==> src/rtl/scl_gen_pkg.sv <==
`timescale 1ns/1ps
package scl_gen_pkg;
    typedef enum logic [1:0] {
        ST_IDLE = 2'd0,
        ST_LOW  = 2'd1,
        ST_HIGH = 2'd2
    } scl_state_e;
endpackage

==> src/rtl/scl_cfg_capture.sv <==
`timescale 1ns/1ps
module scl_cfg_capture #(
    parameter int CW   = 16,
    parameter int HMIN = 6,
    parameter int LMIN = 8
) (
    input  logic          clk,
    input  logic          rst_n,
    input  logic          enable,
    input  logic          fast_sel,
    input  logic [CW-1:0] std_h,
    input  logic [CW-1:0] std_l,
    input  logic [CW-1:0] fast_h,
    input  logic [CW-1:0] fast_l,
    output logic [CW-1:0] hcnt_eff,
    output logic [CW-1:0] lcnt_eff
);
    localparam logic [CW-1:0] H_FLOOR = CW'(HMIN);
    localparam logic [CW-1:0] L_FLOOR = CW'(LMIN);

    logic          sh_fast;
    logic [CW-1:0] sh_std_h, sh_std_l, sh_fast_h, sh_fast_l;
    logic [CW-1:0] sel_h, sel_l;

    // capture only while the generator is stopped
    always_ff @(posedge clk or negedge rst_n) begin
        if (!rst_n) begin
            sh_fast   <= 1'b0;
            sh_std_h  <= '0;
            sh_std_l  <= '0;
            sh_fast_h <= '0;
            sh_fast_l <= '0;
        end else if (!enable) begin
            sh_fast   <= fast_sel;
            sh_std_h  <= std_h;
            sh_std_l  <= std_l;
            sh_fast_h <= fast_h;
            sh_fast_l <= fast_l;
        end
    end

    always_comb begin
        sel_h    = sh_fast ? sh_fast_h : sh_std_h;
        sel_l    = sh_fast ? sh_fast_l : sh_std_l;
        hcnt_eff = (sel_h < H_FLOOR) ? H_FLOOR : sel_h;
        lcnt_eff = (sel_l < L_FLOOR) ? L_FLOOR : sel_l;
    end

    AST_CFG_HELD_RUNNING: assert property (@(posedge clk) disable iff (!rst_n)
        (enable && $past(enable)) |-> ($stable(hcnt_eff) && $stable(lcnt_eff)));
endmodule

==> src/rtl/scl_phase_fsm.sv <==
`timescale 1ns/1ps
module scl_phase_fsm
    import scl_gen_pkg::*;
#(
    parameter int CW   = 16,
    parameter int HOVH = 8,
    parameter int LOVH = 1
) (
    input  logic             clk,
    input  logic             rst_n,
    input  logic             enable,
    input  logic             scl_in,
    input  logic [CW-1:0]    hcnt_eff,
    input  logic [CW-1:0]    lcnt_eff,
    output scl_state_e       state,
    output logic [CW+3:0]    cnt
);
    localparam int NW = CW + 4;
    localparam logic [NW-1:0] H_ADD = NW'(HOVH - 1);
    localparam logic [NW-1:0] L_ADD = NW'(LOVH - 1);
    localparam logic [NW-1:0] ONE   = NW'(1);

    scl_state_e    state_nx;
    logic [NW-1:0] cnt_nx;
    logic [NW-1:0] hi_last, lo_last;

    assign hi_last = NW'(hcnt_eff) + H_ADD;
    assign lo_last = NW'(lcnt_eff) + L_ADD;

    always_ff @(posedge clk or negedge rst_n) begin
        if (!rst_n) begin
            state <= ST_IDLE;
            cnt   <= '0;
        end else begin
            state <= state_nx;
            cnt   <= cnt_nx;
        end
    end

    always_comb begin
        state_nx = state;
        cnt_nx   = cnt;
        if (!enable) begin
            state_nx = ST_IDLE;
            cnt_nx   = '0;
        end else begin
            unique case (state)
                ST_IDLE: begin
                    state_nx = ST_LOW;
                    cnt_nx   = '0;
                end
                ST_LOW: begin
                    if (cnt == lo_last) begin
                        state_nx = ST_HIGH;
                        cnt_nx   = '0;
                    end else begin
                        cnt_nx = cnt + ONE;
                    end
                end
                ST_HIGH: begin
                    if (scl_in) begin
                        if (cnt == hi_last) begin
                            state_nx = ST_LOW;
                            cnt_nx   = '0;
                        end else begin
                            cnt_nx = cnt + ONE;
                        end
                    end
                end
                default: begin
                    state_nx = ST_IDLE;
                    cnt_nx   = '0;
                end
            endcase
        end
    end

    AST_LOW_COUNT_BOUND: assert property (@(posedge clk) disable iff (!rst_n)
        (state == ST_LOW) |-> (cnt <= lo_last));
    AST_HIGH_COUNT_BOUND: assert property (@(posedge clk) disable iff (!rst_n)
        (state == ST_HIGH) |-> (cnt <= hi_last));
    AST_STRETCH_FREEZE: assert property (@(posedge clk) disable iff (!rst_n)
        (enable && state == ST_HIGH && !scl_in) |=> (state == ST_HIGH && $stable(cnt)));
endmodule

==> src/rtl/scl_phase_out.sv <==
`timescale 1ns/1ps
module scl_phase_out
    import scl_gen_pkg::*;
#(
    parameter int CW   = 16,
    parameter int HOVH = 8
) (
    input  scl_state_e    state,
    input  logic [CW+3:0] cnt,
    input  logic          scl_in,
    input  logic [CW-1:0] hcnt_eff,
    output logic          drive_low,
    output logic          low_start,
    output logic          mid_high
);
    localparam int NW = CW + 4;

    logic [NW-1:0] mid_idx;

    assign mid_idx = (NW'(hcnt_eff) + NW'(HOVH)) >> 1;

    always_comb begin
        drive_low = 1'b0;
        low_start = 1'b0;
        mid_high  = 1'b0;
        unique case (state)
            ST_IDLE: ;
            ST_LOW: begin
                drive_low = 1'b1;
                low_start = (cnt == '0);
            end
            ST_HIGH: begin
                mid_high = scl_in && (cnt == mid_idx);
            end
            default: ;
        endcase
    end
endmodule

==> src/rtl/scl_period_gen.sv <==
`timescale 1ns/1ps
module scl_period_gen
    import scl_gen_pkg::*;
#(
    parameter int CNT_W     = 16,
    parameter int HCNT_MIN  = 6,
    parameter int LCNT_MIN  = 8,
    parameter int HIGH_OVHD = 8,
    parameter int LOW_OVHD  = 1
) (
    input  logic             clk,
    input  logic             rst_n,
    input  logic             enable,
    input  logic             fast_sel,
    input  logic [CNT_W-1:0] std_hcnt,
    input  logic [CNT_W-1:0] std_lcnt,
    input  logic [CNT_W-1:0] fast_hcnt,
    input  logic [CNT_W-1:0] fast_lcnt,
    input  logic             scl_in,
    output logic             scl_drive_low,
    output logic             low_start_stb,
    output logic             mid_high_stb
);
    localparam int NW = CNT_W + 4;

    logic [CNT_W-1:0] hcnt_eff, lcnt_eff;
    scl_state_e       state;
    logic [NW-1:0]    cnt;

    scl_cfg_capture #(.CW(CNT_W), .HMIN(HCNT_MIN), .LMIN(LCNT_MIN)) u_cfg (
        .clk      (clk),
        .rst_n    (rst_n),
        .enable   (enable),
        .fast_sel (fast_sel),
        .std_h    (std_hcnt),
        .std_l    (std_lcnt),
        .fast_h   (fast_hcnt),
        .fast_l   (fast_lcnt),
        .hcnt_eff (hcnt_eff),
        .lcnt_eff (lcnt_eff)
    );

    scl_phase_fsm #(.CW(CNT_W), .HOVH(HIGH_OVHD), .LOVH(LOW_OVHD)) u_fsm (
        .clk      (clk),
        .rst_n    (rst_n),
        .enable   (enable),
        .scl_in   (scl_in),
        .hcnt_eff (hcnt_eff),
        .lcnt_eff (lcnt_eff),
        .state    (state),
        .cnt      (cnt)
    );

    scl_phase_out #(.CW(CNT_W), .HOVH(HIGH_OVHD)) u_out (
        .state     (state),
        .cnt       (cnt),
        .scl_in    (scl_in),
        .hcnt_eff  (hcnt_eff),
        .drive_low (scl_drive_low),
        .low_start (low_start_stb),
        .mid_high  (mid_high_stb)
    );

    AST_RELEASE_WHEN_OFF: assert property (@(posedge clk) disable iff (!rst_n)
        !enable |=> !scl_drive_low);
    AST_STROBES_EXCLUSIVE: assert property (@(posedge clk) disable iff (!rst_n)
        $onehot0({low_start_stb, mid_high_stb}));
    AST_START_ON_FALL: assert property (@(posedge clk) disable iff (!rst_n)
        low_start_stb |-> (scl_drive_low && !$past(scl_drive_low)));
    AST_FIRST_LOW_ON_ENABLE: assert property (@(posedge clk) disable iff (!rst_n)
        (enable && state == ST_IDLE) |=> low_start_stb);
endmodule

==> config.mk <==
export PLATFORM = sky130hd
export DESIGN_NAME = scl_period_gen
export DESIGN_NICKNAME = d
export VERILOG_FILES = /design/src/rtl/scl_gen_pkg.sv /design/src/rtl/scl_cfg_capture.sv /design/src/rtl/scl_phase_fsm.sv /design/src/rtl/scl_phase_out.sv /design/src/rtl/scl_period_gen.sv
export SDC_FILE = /design/constraint.sdc
export NUM_CORES = 1
export LEC_CHECK = 0
export ABC_CLOCK_PERIOD_IN_PS = 8100
export CELL_PAD_IN_SITES_DETAIL_PLACEMENT = 1
export CELL_PAD_IN_SITES_GLOBAL_PLACEMENT = 1
export CORE_UTILIZATION = 48
export DETAILED_ROUTE_END_ITERATION = 10
export PLACE_DENSITY_LB_ADDON = 0.05
export SYNTH_ARGS = -nofsm -noshare
export SYNTH_HDL_FRONTEND = slang
export SYNTH_SLANG_ARGS = --single-unit
==> constraint.sdc <==
create_clock -name clk -period 8.1 [get_ports clk]
set_input_delay 1.215 -clock clk [delete_from_list [all_inputs] [get_ports clk]]
set_output_delay 1.215 -clock clk [all_outputs]
set_load 0.02 [all_outputs]
==> run summary <==
Cells along the critical path - buf_4 > mux2i_1 > o211ai_1 > a2111oi_4 > nand2b_1 > ha_1 > xnor2_1 > or4_1 > a2111oi_0 > o211ai_1 > a2111oi_2 > nand4_1 > o21ai_1 > buf_4 > a21oi_2 > a221o_1
Final wirelength - 17400 microns
CTS Hold Buffers Added - 0
CP Max Fanout - 41
Post-synth top flop - dfrtp_1
Initial Utilization - 49.4%
CP required - 8330 ps
Proportion of layout cells with a drive suffix above 1 - 17.6%
Nets - 711
Clock Path Buffers - 2
Final hold violations - 0
Root Driver - clkbuf_16
Synthesized flop and latch total - 87
Sequential area share after synthesis - 36.6%
Placed Cells incl. Taps - 790
CP peak stage delay - 770 ps
Outcome - completed
Min-delay worst type - reg -> reg
Largest net degree at the start of global routing - 68
Avg Synthesized Cell Area - 10.2 sq um
Post-Syn Nets - 664
First-pass GRT wire length - 28000 microns
TritonRoute pass-1 iters - 5
Layout overhead on the synthesized area - 17.6%
Die width - 113 microns
Slew Viols, Final - 0
Vias post-DR - 4903
Vias in the first global route - 5182
Num ports - 72
Clk Latency, worst-skew pair - 350 ps
VDD IR max - 0.123 mV
Yosys warns - 0
Ys async rst share - 100%
WL/cell - 21.6 microns
WS Path Type - reg -> reg
Final setup TNS - 0 ps
Fin crit share - 72.0%
Cell Rows - 40
Slew Limit Headroom - 35.5%
Slowest CP cell - dfrtp_2
Grt ovf - 0
DP Area - 0.00672 sq mm
Buffer count from post-CTS setup fixing - 0
Layout fillers - 1295
CTS buffer count - 9
CTS tree - built
DRC Markers - 0
Vias per inst - 6.08
Maximum clock frequency - 171 MHz
Mapped Cells - 586
Setup slack, reg-to-reg - 2260 ps
Gpl congestion - 0.913
GR Util All Layers - 28.8%
Clock transition at path regs - 70 ps
TritonCTS sink count - 87
Netlist cell types - 66
Max-Cap Viols - 0
Worst slew pin tran - 968 ps
Final HPWL DP - 13000 microns
Pwr dens - 186 mW/mm^2
Crit. End Element - flop
Die ar. - 0.0129 sq mm
# setup viols final - 0
Worst Clk Skew - 5.91 ps
Crit path max-delay family - compound AO/OA/AOI/OAI gates
Number of flops mapped to enable cells by yosys - 0
Die H - 113 microns
RSZ-0062 raised after global routing - no
Post-DRT Antenna Nets - 0
Minimum clock period - 5840 ps
Worst setup SP type - flop
Iter 0 DRT Violations - 301
Port Buf Inserts - 71
Final Instance Area - 0.00700 sq mm
Resized Gates After CTS - 0
Crit path buffers/inverters - 2
Initial antenna violation count - 0
Post-route insts no fill - 806
H-tree depth - 3
N_diodes - 0
Core area - 0.0121 sq mm
Leak - 2.74 nW
Worst EP arrival - 6070 ps
Mapped Area - 0.00595 sq mm
-- routing by layer --
metal  vias up  share of wire, %  GRT usage (%)
li1       2276                 -              -
met1      2455                43           36.4
met2       138                50           49.4
met3        34               4.0           4.66
met4         0               2.8           11.1
met5         -                 0              0
-- sequential cells by signal (all words and copies together) (netlist names) --
name / flops
u_cfg.sh_std_l: 16
u_cfg.sh_fast_h: 16
u_cfg.sh_fast: 1
u_cfg.sh_fast_l: 16
u_fsm.cnt: 20
u_cfg.sh_std_h: 16
u_fsm.state: 2
-- path summary, 6_finish.rpt --
| path | from | cells after the start | end |
|---|---|---|---|
| min in group asynchronous | rst_n | 1 | u_cfg.sh_std_h[13] |
| worst min register to register | u_cfg.sh_fast_l[3] | 1 | u_cfg.sh_fast_l[3] |
| worst max-delay path | u_cfg.sh_fast | 16 | u_fsm.cnt[8] |
| worst min-delay path | u_cfg.sh_fast_l[3] | 1 | u_cfg.sh_fast_l[3] |
| worst max register to register | u_cfg.sh_fast | 16 | u_fsm.cnt[8] |
| max in group asynchronous | rst_n | 2 | u_cfg.sh_fast |
-- Yosys cell counts, types with 3 or more instances --
cell type	number	area, sq um
dfrtp_1	87	2180
mux2_2	69	777
xnor2_1	41	359
nand2_1	30	113
mux2i_1	29	290
nor2_1	23	86.3
clkbuf_1	21	78.8
nand3_1	19	95.1
nor3_1	14	70.1
a21o_1	13	97.6
a221oi_1	13	114
nor4_1	13	81.3
o21ai_0	13	65.1
nand2b_1	11	68.8
xor2_1	11	96.3
and2_1	10	62.6
nand4_1	10	62.6
a21oi_1	9	45.0
ha_1	9	113
or3_1	9	56.3
inv_1	8	30.0
or2_2	7	43.8
a211oi_1	6	45.0
and3_1	6	37.5
buf_1	6	22.5
buf_2	6	30.0
nand3b_1	5	37.5
nor2b_1	5	31.3
a32oi_1	4	35.0
buf_4	4	30.0
nor4b_1	4	35.0
o211ai_1	4	30.0
or4_1	4	30.0
a2111oi_0	3	26.3
a221o_1	3	30.0
a22o_1	3	26.3
a2bb2oi_1	3	26.3
a31oi_1	3	18.8
buf_6	3	33.8
mux2i_2	3	41.3
nor3b_1	3	22.5
o2111ai_1	3	26.3
o21ai_1	3	15.0
o22ai_1	3	18.8
-- cells in the final DEF, fill, tap and decap left out, types with 13 or more instances in the layout --
| cell | netlist | layout |
|---|---|---|
| nand2_1 | 30 | 30 |
| xnor2_1 | 41 | 41 |
| mux2i_1 | 29 | 29 |
| nor4_1 | 13 | 13 |
| a221oi_1 | 13 | 13 |
| o21ai_0 | 13 | 13 |
| mux2_2 | 69 | 69 |
| nor2_1 | 23 | 23 |
| nand3_1 | 19 | 19 |
| a21o_1 | 13 | 13 |
| nor3_1 | 14 | 14 |
| dfrtp_1 | 87 | 86 |
| clkdlybuf4s50_1 | 0 | 69 |
-- final cells by class --
cell class	count	area (sq um)	share of cell area, %
multi-input combinational	451	3560	50.8
sequential	87	2180	31.1
timing repair buffer	76	741	10.6
clock buffer	11	243	3.47
tap	168	210	3.00
clock inverter	5	41.3	0.590
inverter	8	30.0	0.429
-- worst reg2reg max path: cells and delay by family, from the launching register on --
family                     cells  cell delay (ps)
AOI/OAI and AO/OA              8             2510
adders and majority gates      1              250
muxes                          1              470
xor gates and xnor gates       1              130
and+or+nand+nor                3              820
DFF                            1              770
buffers and inverters          2              780
-- through the flow --
| step | setup WS [ps] | power (mW) | util [%] | hold slack [ps] |
|---|---|---|---|---|
| floorplan | 3910 | 0.777 | - | 479 |
| CTS | 2280 | 1.32 | 58.1 | 514 |
| detailed placement | 2330 | 0.911 | 55.7 | 498 |
| global route | 1710 | 1.37 | 58.1 | 537 |
| global placement | 2640 | 0.895 | 55.7 | 490 |
| finish | 2260 | 1.30 | 58.1 | 510 |
-- logic make-up (layout without fill, tap and decap cells) --
logic type,count (synthesis),count (layout),share of synthesized area (%)
compound gates,105,105,13.8
xor+xnor,53,53,7.92
fa+ha+maj,9,9,1.89
buf+inv,48,100,3.78
flops,87,87,36.6
mux,102,102,18.8
simple gates,182,182,17.2
-- where the power goes --
group	internal, mW	switching [mW]	total, mW
clock	0.219	0.180	0.398
sequential	0.472	0.0502	0.522
combinational	0.172	0.212	0.384
total	0.863	0.442	1.30
(Power assumes the default switching activity.)
